## config.mk

```make
export PLATFORM = sky130hd
export DESIGN_NAME = lookahead_fetch_queue
export DESIGN_NICKNAME = d
export VERILOG_FILES = /design/src/rtl/lookahead_fetch_queue.sv
export SDC_FILE = /design/constraint.sdc
export NUM_CORES = 1
export LEC_CHECK = 0
export BUFFER_PORTS_ARGS = -buffer_cell sky130_fd_sc_hd__buf_2
export CORE_MARGIN = 2
export CORE_UTILIZATION = 40
export DETAILED_ROUTE_END_ITERATION = 7
export GPL_TIMING_DRIVEN = 0
export HOLD_SLACK_MARGIN = 0.06
export REMOVE_ABC_BUFFERS = 1
export SETUP_SLACK_MARGIN = 0.5
export SLEW_MARGIN = 10
export SYNTH_ARGS = -nofsm -noshare
export SYNTH_HDL_FRONTEND = slang
export SYNTH_SLANG_ARGS = --single-unit
```

## constraint.sdc

```tcl
create_clock -name clk -period 7.2 [get_ports clk]
set_clock_uncertainty 0.1 [all_clocks]
set_input_delay 1.08 -clock clk [delete_from_list [all_inputs] [get_ports clk]]
set_output_delay 1.08 -clock clk [all_outputs]
set_load 0.02 [all_outputs]
```

## src/rtl/lookahead_fetch_queue.sv

```systemverilog
module lookahead_fetch_queue #(
  parameter int DEPTH = 6,
  parameter int PCW = 32,
  parameter int TAGW = 2,
  parameter logic [PCW-1:0] START_PC = 'h100
) (
  input  logic            clk,
  input  logic            rst_n,
  output logic            req_valid,
  input  logic            req_ready,
  output logic [PCW-1:0]  req_addr,
  output logic [TAGW-1:0] req_tag,
  input  logic            resp_valid,
  input  logic [TAGW-1:0] resp_tag,
  input  logic [31:0]     resp_data,
  output logic            iss_valid,
  input  logic            iss_ready,
  output logic [31:0]     iss_instr,
  output logic [PCW-1:0]  iss_pc,
  output logic            iss_pred_taken,
  input  logic            redir_valid,
  input  logic [PCW-1:0]  redir_pc
);
  localparam int PTRW = (DEPTH > 1) ? $clog2(DEPTH) : 1;
  localparam int CNTW = $clog2(DEPTH + 1);
  localparam logic [4:0] BR_OP = 5'b10010;

  logic [31:0]     q_instr [DEPTH];
  logic [PCW-1:0]  q_pc    [DEPTH];
  logic            q_pred  [DEPTH];
  logic [PTRW-1:0] rd, wr;
  logic [CNTW-1:0] cnt;
  logic            busy;
  logic [PCW-1:0]  fpc, rpc;
  logic [TAGW-1:0] tag;

  function automatic logic [PTRW-1:0] step(input logic [PTRW-1:0] p);
    return (p == PTRW'(DEPTH - 1)) ? '0 : p + 1'b1;
  endfunction

  wire        resp_hit = resp_valid && busy && (resp_tag == tag) && !redir_valid;
  wire        is_br    = resp_data[31:27] == BR_OP;
  wire        is_cond  = resp_data[26];
  wire        is_res   = resp_data[25];
  wire        outcome  = resp_data[24];
  wire [23:0] disp     = resp_data[23:0];
  wire        fold     = is_br && (!is_cond || is_res);
  wire        take     = is_br && (!is_cond || (is_res ? outcome : disp[23]));
  wire [PCW-1:0] target = rpc + {{(PCW-26){disp[23]}}, disp, 2'b00};
  wire        push     = resp_hit && !fold;
  wire        pop      = iss_valid && iss_ready;
  wire        req_fire = req_valid && req_ready;

  assign req_valid      = !busy && (cnt < CNTW'(DEPTH)) && !redir_valid;
  assign req_addr       = fpc;
  assign req_tag        = tag;
  assign iss_valid      = cnt != '0;
  assign iss_instr      = q_instr[rd];
  assign iss_pc         = q_pc[rd];
  assign iss_pred_taken = q_pred[rd];

  always_ff @(posedge clk) begin
    if (!rst_n) begin
      rd <= '0; wr <= '0; cnt <= '0; busy <= 1'b0;
      fpc <= START_PC; rpc <= START_PC; tag <= '0;
      for (int i = 0; i < DEPTH; i++) begin
        q_instr[i] <= '0; q_pc[i] <= '0; q_pred[i] <= 1'b0;
      end
    end else if (redir_valid) begin
      rd <= '0; wr <= '0; cnt <= '0; busy <= 1'b0;
      fpc <= redir_pc;
      tag <= tag + 1'b1;
    end else begin
      if (push) begin
        q_instr[wr] <= resp_data;
        q_pc[wr]    <= rpc;
        q_pred[wr]  <= take;
        wr          <= step(wr);
      end
      if (pop) rd <= step(rd);
      cnt <= cnt + CNTW'(push) - CNTW'(pop);
      if (req_fire) begin
        busy <= 1'b1;
        rpc  <= fpc;
        fpc  <= fpc + PCW'(4);
      end
      if (resp_hit) begin
        busy <= 1'b0;
        if (take) fpc <= target;
      end
    end
  end

  assert_no_overflow_R1: assert property (@(posedge clk) disable iff (!rst_n)
    cnt <= CNTW'(DEPTH));
  assert_single_outstanding_R1: assert property (@(posedge clk) disable iff (!rst_n)
    req_fire |=> !req_valid);
  assert_flush_R8: assert property (@(posedge clk) disable iff (!rst_n)
    redir_valid |=> !iss_valid);
  assert_restart_pc_R8: assert property (@(posedge clk) disable iff (!rst_n)
    redir_valid |=> req_addr == $past(redir_pc));
  assert_tag_step_R8: assert property (@(posedge clk) disable iff (!rst_n)
    redir_valid |=> req_tag == TAGW'($past(req_tag) + 1'b1));
  assert_hold_R10: assert property (@(posedge clk) disable iff (!rst_n)
    (iss_valid && !iss_ready && !redir_valid) |=> iss_valid && $stable(iss_pc) && $stable(iss_instr));
  assert_no_folded_issue_R6: assert property (@(posedge clk) disable iff (!rst_n)
    iss_valid |-> !(iss_instr[31:27] == BR_OP && (!iss_instr[26] || iss_instr[25])));
endmodule

```

# Word level (Yosys, flattened, before mapping)
# Memories as Yosys holds them, arrays and structs flattened. A register that Yosys moved wholly into a read port is not among the register bits.
# Cells that the tools add are included.
# op_classes
addsub	7
n_lt_le_gt_ge	1
n_eq_ne	4
mux	27
n_bitwise	2
reduce_logical	23
# op_table
op	count
two-way mux 32 bit	6
OR reduction 32 bit	2
two-way mux 3 bit	11
adder 32 x 3 -> 32 bit (second input constant)	1
adder 32 bit	1
logical AND 1 bit	10
two-way mux 1 bit	10
adder 3 x 1 -> 3 bit (second input constant)	2
== test 3 bit (second input constant)	2
== test 5 bit (second input constant)	1
logical NOT 1 bit	4
adder 3 x 1 -> 3 bit	1
< comparator 3 bit (second input constant)	1
nonzero test 3 bit	1
OR reduction 3 bit	1
subtractor 3 x 1 -> 3 bit	1
adder 2 x 1 -> 2 bit (second input constant)	1
== test 2 bit	1
logical OR 1 bit	2
NOT 1 bit	2
AND reduction 2 bit	1
OR reduction 2 bit	1
OR reduction 1 bit	1
# word_totals
reg_bits	76
ramBits	390
input_bits	72
mem_count	3
# mem_list
name	words	width	read_ports	rd_clocked_by_memory_dff	write_ports	line	source
q_instr	6	32	1	1	6	28	logic [31:0] q_instr [DEPTH];
q_pc	6	32	1	1	6	29	logic [PCW-1:0] q_pc [DEPTH];
q_pred	6	1	1	1	6	30	logic q_pred [DEPTH];

# Longest topological paths before layout
# Gate-level depths: netlist of run 1.
# logic_depth
word_depth	11
depth_mapped	11
depth_no_buf	11

# Worst setup path before layout of run 1
# Ideal clock, no wire load.
# synth_timing
kind	input -> register
startpoint	in resp_tag[1]
endpoint	mem q_instr[5][0], enable pin
setup_ns	0.578
arrival_time_ns	6.379
path_slack_ns	0.143
path_stages	5
n_path_buf	0
path_cell_list	xnor2_1 nand4_1 nor3_2 nand2_1 o21ai_0
# synth_lines
element	line	source
start, declared	14	input logic [TAGW-1:0] resp_tag,
end, declared	28	

==> impl_summary.txt, run 1 <==
----------------------------------------------------
[Clock tree]
  Clock-pin slew on the worst setup and hold paths ... 60 ps
  CTS root buf ... clkbuf_16
  Post-CTS setup repair buffer count ... 0
  Number of buffers created by CTS ... 66
  Worst-Skew Late Latency ... 600 ps
  Post-cts gate resize count ... 0
  Number of H-tree levels ... 3
  Sinks on Clock Net ... 599
  Clock tree from TritonCTS ... yes
  Number of hold buffers added after cts ... 0
  Max Root-Sink Buffers ... 3

[Timing]
  Worst slew margin ... 0.183
  Number of hold-slack violations in the final timing report ... 0
  Total negative slack ... 0 ps
  RSZ-0062 raised after global routing ... no
  Setup-violating endpoint count in the final report ... 0
  Max Slew Vio Count ... 0
  Portion of the clock cycle consumed by the worst path in the final layout ... 0.646
  Actual transition at the worst max-transition pin ... 1230 ps
  Final Worst Setup Slack ... 2550 ps
  Shortest clock period the worst path allows after layout ... 4650 ps
  Upper clock frequency limit ... 0.215 GHz

[Worst setup path]
  Arrival time reported for the critical path endpoint ... 4820 ps
  Critical path endpoint category ... register
  Worst Path Required ... 7370 ps
  Critical setup path kind ... in2reg
  Critical path launch point type ... input port
  Worst-path fanout max ... 34

[Drt]
  Vias ... 17112
  Ratio of routed vias to standard cells ... 5.71
  Total wire length after detailed routing ... 75600 um
  DRC ... 0
  Antenna-violating nets left ... 0
  Number of search-and-repair iterations in the first detailed-routing pass ... 7
  Routed length per instance ... 25.2 um
  Iter 0 DRT Violations ... 1431

[Logic synthesis]
  EDFF count, synth ... 515
  Synthesized instance count ... 1903
  Part of the Yosys area used for sequential elements ... 0.628
  Share of synthesized flip-flops with an asynchronous set or reset ... 0
  Post-synthesis area per instance ... 14.3 um2
  Syn Std Cell Area ... 27300 um2
  Number of warnings issued by yosys ... 0
  Predominant post-synthesis flop cell ... edfxtp_1
  #FFs+latches synth ... 599
  Yosys cell types ... 65

[Cells and area]
  # nets final ... 2184
  Leading cell type in the layout, fill and taps excluded ... edfxtp_1
  Layout cell share with drive strength beyond 1 ... 0.262
  Number of diodes ... 0
  Commonest non-fill, non-tap cells in the layout ... edfxtp_1 (515), and3_1 (201), and2_1 (190)
  Synth-to-layout area growth ... 17.4%

[GRT]
  Met2 global-route usage ... 0.347
  Routing layer with the top usage in global route ... met2
  GRT met3 Usage ... 0.0360
  Wire length of the first global-routing pass ... 112000 um
  Combined global-route utilization of all metal layers ... 0.215
  Total gr overflow ... 0
  Vias in the first global route ... 17672
  M1 GR Usage ... 0.296
  Initial antenna violation count ... 2
  Maximum number of pins on one net before global-route repair ... 80

[Floorplan]
  Overall die width ... 265 um
  Row Count ... 95
  Placeable core region ... 67400 um2
  Floorplan die height ... 265 um
  Full die area ... 70400 um2
  IO Count ... 173
  Initial core utilization ... 0.405

[Worst hold path]
  Min-delay worst type ... reg2reg

[Placement]
  RePlAce Congestion ... 0.844
  Worst-case setup slack after placement ... 2010 ps
  Placed wire-length estimate ... 48700 um
  Port-buffer cells ... 172

[Job]
  Maximum capacitance violations ... 0

[Outcome]
  Outcome ... complete, no violations

[Pwr]
  Lkg Pwr ... 12.4 nW
  Cell Pwr Density ... 238 nW/um2
  Worst supply voltage drop on vdd ... 0.000148 V

----------------------------------------------------
[worst max-delay path: stages]
cell	delay [ps]
buf_2	130
nor4b_1	150
nand2_1	280
a21oi_1	160
nor3_4	470
buf_8	240
nand2_1	300
nor3_2	670
buf_6	250
nand2b_1	150
nand2_4	560
buf_12	310
[metrics by stage]
stage / cell area, um2 / hold WS (ps) / std cells / util / power [mW]
after CTS: 32100 / 375 / 2995 / 0.476 / 7.69
after global placement: 28700 / 364 / 2816 / 0.426 / 4.36
after floorplan: 26800 / 348 / 1771 / - / 4.17
after detailed placement: 29900 / 364 / 2882 / 0.444 / 4.37
after global routing: 32100 / 403 / 2995 / 0.476 / 7.86
final: 32100 / 381 / 2995 / 0.476 / 7.64
[flip-flops by register name, indices dropped and copies added (netlist names), named ones only]
signal    flops
q_pred        8
cnt           3
req_addr     32
rpc          32
q_pc        256
busy          1
wr            3
req_tag       2
rd            3
q_instr     256
[layer usage]
metal,wire [um],vias up
li1,-,7574
met5,7,-
met3,4860,121
met2,36100,597
met4,2050,2
met1,32600,8818
[final cells by class]
class                   count  area [um2]
clock buffers              94        1930
clock inverters            19         191
fillers                  5726       35300
inverters                  16        61.3
multi-input cells        1156        9690
flip-flops and latches    599       17200
well taps                 873        1090
repair buffers            238        1930
[cell usage after synthesis (5+ instances only)]
cell | number | area [um2]
nand3_1 | 23 | 115
and3_1 | 201 | 1260
inv_1 | 14 | 52.6
dfxtp_1 | 84 | 1680
buf_2 | 14 | 70.1
a21o_1 | 7 | 52.6
nor2_1 | 69 | 259
and2_1 | 190 | 1190
o21ai_0 | 24 | 120
buf_1 | 6 | 22.5
o21ai_1 | 8 | 40.0
xnor2_1 | 32 | 280
a21oi_1 | 97 | 485
mux4_2 | 130 | 2930
ha_1 | 33 | 413
nand4_1 | 12 | 75.1
clkbuf_1 | 112 | 420
xor2_1 | 27 | 236
edfxtp_1 | 515 | 15500
o21bai_1 | 5 | 37.5
mux2_2 | 65 | 732
nor3_1 | 17 | 85.1
nand2b_1 | 9 | 56.3
nand2_1 | 129 | 484
a211oi_1 | 11 | 82.6
[power breakdown]
group,internal [mW],leakage [nW],switching [mW]
Combinational,0.145,5.34,0.272
Sequential,3.83,5.99,0.0491
Clock,2.01,1.04,1.34
Total,5.98,12.4,1.66
[worst paths after layout]
path | start | end | slack (ps) | depth (start not counted)
setup / recovery | resp_data[28] | q_instr[0][7] | 2550 | 12
hold / removal | req_addr[0] | rpc[0] | 380 | 2
setup reg to reg | req_tag[0] | q_instr[0][7] | 2830 | 10
hold reg to reg | req_addr[0] | rpc[0] | 380 | 2
[kinds of logic (layout without fill, tap and decap cells)]
group | count (synthesis) | in the layout | share of synthesized area
AOI/OAI and AO/OA | 189 | 189 | 0.0423
muxes | 199 | 199 | 0.136
buffers and inverters | 148 | 367 | 0.0210
adders and majority gates | 35 | 35 | 0.0166
DFF | 599 | 599 | 0.628
and+or+nand+nor | 674 | 674 | 0.138
xor gates and xnor gates | 59 | 59 | 0.0189
Note: power is estimated with default switching activity, not from simulation.
==> run 2, diff against run 1 <==
--- a/config.mk
+++ b/config.mk
@@ -5,6 +5,7 @@
 export SDC_FILE = /design/constraint.sdc
 export NUM_CORES = 1
 export LEC_CHECK = 0
+export ABC_AREA = 1
 export BUFFER_PORTS_ARGS = -buffer_cell sky130_fd_sc_hd__buf_2
 export CORE_MARGIN = 2
 export CORE_UTILIZATION = 40
==> constraint.sdc (replaced) <==
create_clock -name clk -period 4 [get_ports clk]
set_clock_uncertainty 0.1 [all_clocks]
set_input_delay 0.6 -clock clk [delete_from_list [all_inputs] [get_ports clk]]
set_output_delay 0.6 -clock clk [all_outputs]
set_load 0.02 [all_outputs]
==> run 2 against run 1 <==
Against the previous run: power grew 78%; die area grew 3.6%; synthesized cell count grew 62%; critical path depth shrank 3; critical path type is now reg2out; largest cell class unchanged; largest power group unchanged; highest routed layer unchanged.
==> impl_summary.txt, run 2 <==
----------------------------------------------------
[Drt]
  DRC ... 0 (unchanged)
  Iter 0 DRT Violations ... 2907 (+100%)
  Ratio of routed vias to standard cells ... 5.49 (-3.9%)
  Antenna-violating nets left ... 0 (unchanged)
  Vias ... 23363 (+37%)
  Routed length per instance ... 22.8 um (-9.8%)
  Number of search-and-repair iterations in the first detailed-routing pass ... 6 (-1)
  Total wire length after detailed routing ... 96900 um (+28%)

[Worst setup path]
  R2R depth ... 17 (+7)
  FF-to-FF Start ... req_tag[0]
  Worst Path Required ... 3300 ps (-4070 ps)
  Critical path endpoint category ... output pin
  Flop2flop setup slack ... 580 ps (-2250 ps)
  R2R Path End ... q_pc[2][13]
  Critical setup path kind ... reg2out
  Arrival time reported for the critical path endpoint ... 2740 ps (-2080 ps)
  Worst-path fanout max ... 37 (+8.8%)
  Critical path launch point type ... register

[Clock tree]
  Number of buffers created by CTS ... 59 (-11%)
  Number of H-tree levels ... 2 (-1)
  CTS root buf ... clkbuf_16
  Max Root-Sink Buffers ... 3 (unchanged)
  Worst-Skew Late Latency ... 640 ps (+40 ps)
  Clock-pin slew on the worst setup and hold paths ... 60 ps (about the same)
  Clock tree from TritonCTS ... yes
  Sinks on Clock Net ... 599 (unchanged)
  Number of hold buffers added after cts ... 0 (unchanged)

[Logic synthesis]
  EDFF count, synth ... 515 (unchanged)
  Post-synthesis area per instance ... 9.15 um2 (-36%)
  Predominant post-synthesis flop cell ... edfxtp_1
  Number of warnings issued by yosys ... 0 (unchanged)
  Synthesized instance count ... 3091 (+62%)
  Yosys cell types ... 41 (-37%)
  Share of synthesized flip-flops with an asynchronous set or reset ... 0 (unchanged)
  Part of the Yosys area used for sequential elements ... 0.606 (-0.0220)
  #FFs+latches synth ... 599 (unchanged)
  Syn Std Cell Area ... 28300 um2 (+3.6%)
  Top area cells in the synthesized netlist ... edfxtp_1 (55%), nor2_1 (12%), dfxtp_1 (5.9%), o21ai_0 (5.5%), nand2_1 (5.1%)
  Most repeated cell in the gate-level netlist after synthesis ... nor2_1
  Ranking of synthesized cells by instance count ... nor2_1 (934), edfxtp_1 (515), nand2_1 (385)
  Proportion of netlist area held by the largest area contributor ... 0.547 (-0.0199)
  Synth area leader ... edfxtp_1

[Timing]
  Setup-violating endpoint count in the final report ... 0 (unchanged)
  RSZ-0062 raised after global routing ... yes
  Actual transition at the worst max-transition pin ... 1270 ps (+46.7 ps)
  Number of hold-slack violations in the final timing report ... 0 (unchanged)
  Shortest clock period the worst path allows after layout ... 3440 ps
  Upper clock frequency limit ... 0.291 GHz
  Portion of the clock cycle consumed by the worst path in the final layout ... 0.860
  Max Slew Vio Count ... 0 (unchanged)
  Worst slew margin ... 0.149 (-0.0343)

[Worst hold path]
  Min-delay worst type ... in2reg
  Hold Path Cell Cnt ... 3 (+1)
  Beginning of the worst hold path ... redir_pc[1]
  Hold-critical path endpoint ... req_addr[1]

[Outcome]
  Outcome ... complete, no violations

[Pwr]
  Cell Pwr Density ... 405 nW/um2 (+70%)
  Clock share of power ... 0.410 (-0.028)
  Comb power frac ... 0.074 (+0.019)
  Sw Ratio ... 0.237 (+0.0201)
  Total power consumption of the routed design ... 13.6 mW (+78%)
  Worst supply voltage drop on vdd ... 0.000301 V (+100%)
  Net load switching power ... 3.22 mW (+94%)
  Lkg Pwr ... 13.3 nW (+7.9%)
  Internal power ... 10.4 mW (+73%)
  Power share of the sequential group ... 0.516 (+0.008)

[GRT]
  Maximum number of pins on one net before global-route repair ... 77 (-3.8%)
  Combined global-route utilization of all metal layers ... 0.253 (+0.0373)
  Wire length of the first global-routing pass ... 138000 um (+23%)
  Total gr overflow ... 0 (unchanged)
  Initial antenna violation count ... 3 (+1)
  Vias in the first global route ... 21747 (+23%)

[Cells and area]
  Number of diodes ... 0 (unchanged)
  Filler instances ... 6540 (+14%)
  Post-route cell area ... 33600 um2 (+4.6%)
  Synth-to-layout area growth ... 18.6%
  Commonest non-fill, non-tap cells in the layout ... nor2_1 (932), edfxtp_1 (515), nand2_1 (377)
  Number of non-filler instances in the completed layout ... 4257 (+42%)
  Leading cell type in the layout, fill and taps excluded ... nor2_1
  Largest registers ... q_instr: 256 flops, q_pc: 256 flops
  Layout cell share with drive strength beyond 1 ... 0.130 (-0.132)
  # nets final ... 3375 (+55%)

[Placement]
  Placed instance area ... 30500 um2 (+1.9%)
  Port-buffer cells ... 172 (unchanged)
  RePlAce Congestion ... 0.904 (+7.1%)
  Placed wire-length estimate ... 52500 um (+7.7%)
  Number of placed instances with taps included ... 4082 (+42%)

[Job]
  Maximum capacitance violations ... 0 (unchanged)

[Floorplan]
  Initial core utilization ... 0.404 (-0.00104)
  Overall die width ... 270 um (+1.8%)
  Row Count ... 97 (+2.1%)
  Floorplan die height ... 270 um (+1.8%)
  Full die area ... 72900 um2 (+3.6%)
  Placeable core region ... 70000 um2 (+3.9%)
  IO Count ... 173 (unchanged)

----------------------------------------------------
## run 2: how the worst max path moves through the flow
stage          startpoint              to
2_1_floorplan    register    iss_instr[0]
3_3_place_gp     register      iss_pc[14]
3_5_place_dp        rst_n  q_instr[4][28]
4_1_cts        req_tag[1]  q_instr[6][13]
5_1_grt        req_tag[0]  q_instr[6][13]
6_report         register  iss_pred_taken
## run 2: power groups by stage
stage	Sequential [mW]	Clock (mW)	Combinational (mW)
6_report	7.00	5.57	1.01
5_1_grt	7.01	5.84	1.09
4_1_cts	6.99	5.60	0.998
3_5_place_dp	7.13	0	0.947
3_3_place_gp	7.15	0	0.912
2_1_floorplan	7.13	0	0.534
## run 2: per-stage QoR
step                      setup slack [ps]   util   TNS, ps  hold WS, ps
after floorplan                      -7020      -  -1286770          349
after global placement              -19970  0.422  -5532100          358
after detailed placement             -1700  0.436   -529290          365
after CTS                              514  0.476         0          129
after global routing                   474  0.479         0          158
final                                  558  0.479         0          151
## run 2: what timing repair did
item,CTS,global route
cloned,21,5
pin swaps,5,5
endpoints found under the setup margin,582,188
resized for setup,32,9
setup buffers,32,7
endpoints found under the hold margin,0,0
## run 2: final cells by class
class,count,area (um2),share of cell area
Multi-Input combinational cell,2103,9850,0.294
Timing Repair Buffer,275,2500,0.0746
Sequential cell,599,17200,0.511
Inverter,226,928,0.0277
Clock inverter,44,403,0.0120
Tap cell,940,1180,0.0351
Timing Repair inverter,4,31.3,0.000932
Clock buffer,66,1500,0.0448
## run 2: critical path, stage by stage, from the launching register on
cell and delay [ps]:
dfxtp_4 370, buf_16 200, buf_16 260, clkinv_16 190, buf_16 220, o21ai_0 250
o22ai_1 130, nor2_1 110, a31oi_1 70, buf_2 200
## run 2: logic make-up (layout without fill, tap and decap cells)
logic type	count (synthesis)	after routing	synth area share
simple gates	1476	1483	0.206
flops	599	599	0.606
compound gates	565	565	0.108
buf+inv	396	615	0.0573
fa+ha+maj	35	35	0.0160
xor+xnor	20	20	0.00619
## run 2: layer usage
| metal | track usage | routed length, um | vias up |
|---|---|---|---|
| li1 | - | - | 10776 |
| met1 | 0.353 | 40400 | 11188 |
| met2 | 0.395 | 43000 | 1200 |
| met3 | 0.0448 | 9860 | 193 |
| met4 | 0.0887 | 3530 | 6 |
| met5 | 0 | 39 | - |
==> run 3, diff against run 2 <==
--- a/config.mk
+++ b/config.mk
@@ -7,6 +7,7 @@
 export LEC_CHECK = 0
 export ABC_AREA = 1
 export BUFFER_PORTS_ARGS = -buffer_cell sky130_fd_sc_hd__buf_2
+export CAP_MARGIN = 20
 export CORE_MARGIN = 2
 export CORE_UTILIZATION = 40
 export DETAILED_ROUTE_END_ITERATION = 7
==> constraint.sdc (replaced) <==
create_clock -name clk -period 4 [get_ports clk]
set_clock_uncertainty 0.1 [all_clocks]
set_input_delay 1 -clock clk [delete_from_list [all_inputs] [get_ports clk]]
set_output_delay 1 -clock clk [all_outputs]
set_load 0.02 [all_outputs]
==> run 3 against run 2 <==
Against the previous run: maximum frequency shrank 4.0%; sequential cell count is the same; utilization grew 2.3 points; setup slack lost 140 ps; worst hold slack gained 240 ps; clock power grew 5.2%; combinational power is essentially flat; critical path type unchanged; via count grew 3.8%; register-to-register slack gained 30 ps; global-route usage grew 2.0 points; sequential power is essentially flat; routed wire length grew 7.7%.
==> impl_summary.txt, run 3 (synthesis results as in run 2) <==
----------------------------------------------------
[Outcome]
  Outcome ... complete, no violations

[GRT]
  Vias in the first global route ... 22513 (+3.5%)
  Initial antenna violation count ... 4 (+1)
  Total gr overflow ... 0 (unchanged)
  Wire length of the first global-routing pass ... 147000 um (+6.6%)
  Combined global-route utilization of all metal layers ... 0.273 (+0.0204)
  Maximum number of pins on one net before global-route repair ... 69 (-10%)

[Cells and area]
  Largest registers ... q_instr: 256 flops, q_pc: 256 flops
  Synth-to-layout area growth ... 24.1%
  Post-route cell area ... 35100 um2 (+4.7%)
  Leading cell type in the layout, fill and taps excluded ... nor2_1
  Layout cell share with drive strength beyond 1 ... 0.154 (+0.0237)
  Utilization of the core after routing ... 0.502 (+0.0225)
  # nets final ... 3427 (+1.5%)
  Commonest non-fill, non-tap cells in the layout ... nor2_1 (929), edfxtp_1 (515), nand2_1 (377)

[Placement]
  RePlAce Congestion ... 0.904 (unchanged)
  Placed wire-length estimate ... 52600 um (+0.28%)
  Worst-case setup slack after placement ... -1720 ps (-21.7 ps)
  Placed instance area ... 30600 um2 (+0.18%)
  Port-buffer cells ... 172 (unchanged)

[Timing]
  Final-layout worst hold slack ... 389 ps (+238 ps)
  Portion of the clock cycle consumed by the worst path in the final layout ... 0.896 (+0.0356)
  Final Worst Setup Slack ... 416 ps (-143 ps)
  Setup-violating endpoint count in the final report ... 0 (unchanged)
  Number of hold-slack violations in the final timing report ... 0 (unchanged)
  Upper clock frequency limit ... 0.279 GHz (-4.0%)
  Worst slew margin ... 0.415 (+0.266)
  Actual transition at the worst max-transition pin ... 877 ps (-395 ps)
  Shortest clock period the worst path allows after layout ... 3580 ps (+143 ps)
  Max Slew Vio Count ... 0 (unchanged)
  RSZ-0062 raised after global routing ... yes

[Pwr]
  Total power consumption of the routed design ... 13.9 mW (+2.4%)
  Lkg Pwr ... 14.0 nW (+4.9%)
  Worst supply voltage drop on vdd ... 0.000323 V (+7.1%)
  Cell Pwr Density ... 396 nW/um2 (-2.2%)

[Worst setup path]
  Category of cells accounting for the largest share of critical-path delay ... buffers and inverters
  Arrival time reported for the critical path endpoint ... 2480 ps (-260 ps)
  Critical path endpoint category ... output pin
  CP max stage cell ... dfxtp_4
  Stage delay of the slowest cell on the critical path ... 360 ps (about the same)
  Most frequent cell on the critical path ... buf_16
  Worst path buffer plus inverter count ... 6 (+1)
  Worst Path Required ... 2900 ps (-400 ps)
  Cells along the critical path ... buf_16, buf_16, inv_16, buf_12, buf_16, nor2_1, o22ai_1, nor2_1, a31oi_2, buf_4
  Critical setup path kind ... reg2out
  Worst-path fanout max ... 6 (-84%)
  Critical path launch point type ... register

[Floorplan]
  Floorplan die height ... 270 um (unchanged)
  IO Count ... 173 (unchanged)
  Initial core utilization ... 0.404 (unchanged)
  Placeable core region ... 70000 um2 (unchanged)
  Full die area ... 72900 um2 (unchanged)
  Overall die width ... 270 um (unchanged)
  Row Count ... 97 (unchanged)

[Drt]
  Total wire length after detailed routing ... 104000 um (+7.7%)
  Number of search-and-repair iterations in the first detailed-routing pass ... 6 (unchanged)
  Vias ... 24251 (+3.8%)
  Iter 0 DRT Violations ... 2929 (+0.76%)
  Ratio of routed vias to standard cells ... 5.62 (+2.4%)
  Antenna-violating nets left ... 0 (unchanged)
  DRC ... 0 (unchanged)
  Routed length per instance ... 24.2 um (+6.2%)

[Clock tree]
  Worst-Skew Late Latency ... 650 ps (about the same)
  Clock-pin slew on the worst setup and hold paths ... 60 ps (about the same)
  Sinks on Clock Net ... 599 (unchanged)
  CTS root buf ... clkbuf_16
  Clock tree from TritonCTS ... yes
  Number of hold buffers added after cts ... 0 (unchanged)
  Max Root-Sink Buffers ... 3 (unchanged)
  Number of H-tree levels ... 2 (unchanged)
  Number of buffers created by CTS ... 60 (+1.7%)

[Worst hold path]
  Min-delay worst type ... reg2reg

[Job]
  Maximum capacitance violations ... 0 (unchanged)

----------------------------------------------------
[run 3: cell count changes in the layout (fill, tap and decap cells not counted), sizes merged]
cell / before / now
buf: 262 / 306
clkbuf: 69 / 92
clkinv: 32 / 25
clkinvlp: 6 / 7
diode: 0 / 5
inv: 228 / 222
[run 3: repair_timing]
item | CTS | global route
resized for setup | 140 | 56
pin swaps | 21 | 28
buffers inserted | 42 | 15
cloned | 44 | 11
setup endpoints to repair | 582 | 253
[run 3: worst paths after layout]
check	startpoint	end	slack, ps	cells after the start
setup / recovery	register	iss_pc[17]	420	10
hold / removal	q_pred[1]	q_pred[1]	390	2
setup reg to reg	req_tag[0]	q_pc[4][13]	610	16
hold reg to reg	q_pred[1]	q_pred[1]	390	2
[run 3: where the power goes]
part	switching, mW	internal, mW	total (mW)
clock	2.47	3.40	5.86
combinational	0.727	0.312	1.04
sequential	0.0896	6.91	7.00
[run 3: per-stage QoR]
step	instances	setup TNS, ps
2_1_floorplan	2921	-1446440
3_3_place_gp	4033	-5997210
3_5_place_dp	4084	-555800
4_1_cts	4284	0
5_1_grt	4314	0
6_report	4317	0
[run 3: final cells by class]
cell class	instances	area (um2)
diodes	5	12.5
clock buffers	82	1690
clock inverters	32	362
fillers	6372	34900
inverters	226	933
multi-input cells	2103	10000
flip-flops and latches	599	17200
well taps	940	1180
repair buffers	326	3710
repair inverters	4	57.6
[run 3: tightest hold or removal path, stage by stage, from the launching register on]
cell     delay, ps
dfxtp_1        310
nand3_1         80
o21ai_1         60
[run 3: per-layer routing]
layer	vias to the layer above	wire, um	global-route usage
li1	10929	-	-
met1	11624	41800	0.373
met2	1449	45600	0.417
met3	245	12000	0.0607
met4	4	4800	0.119
met5	-	128	0
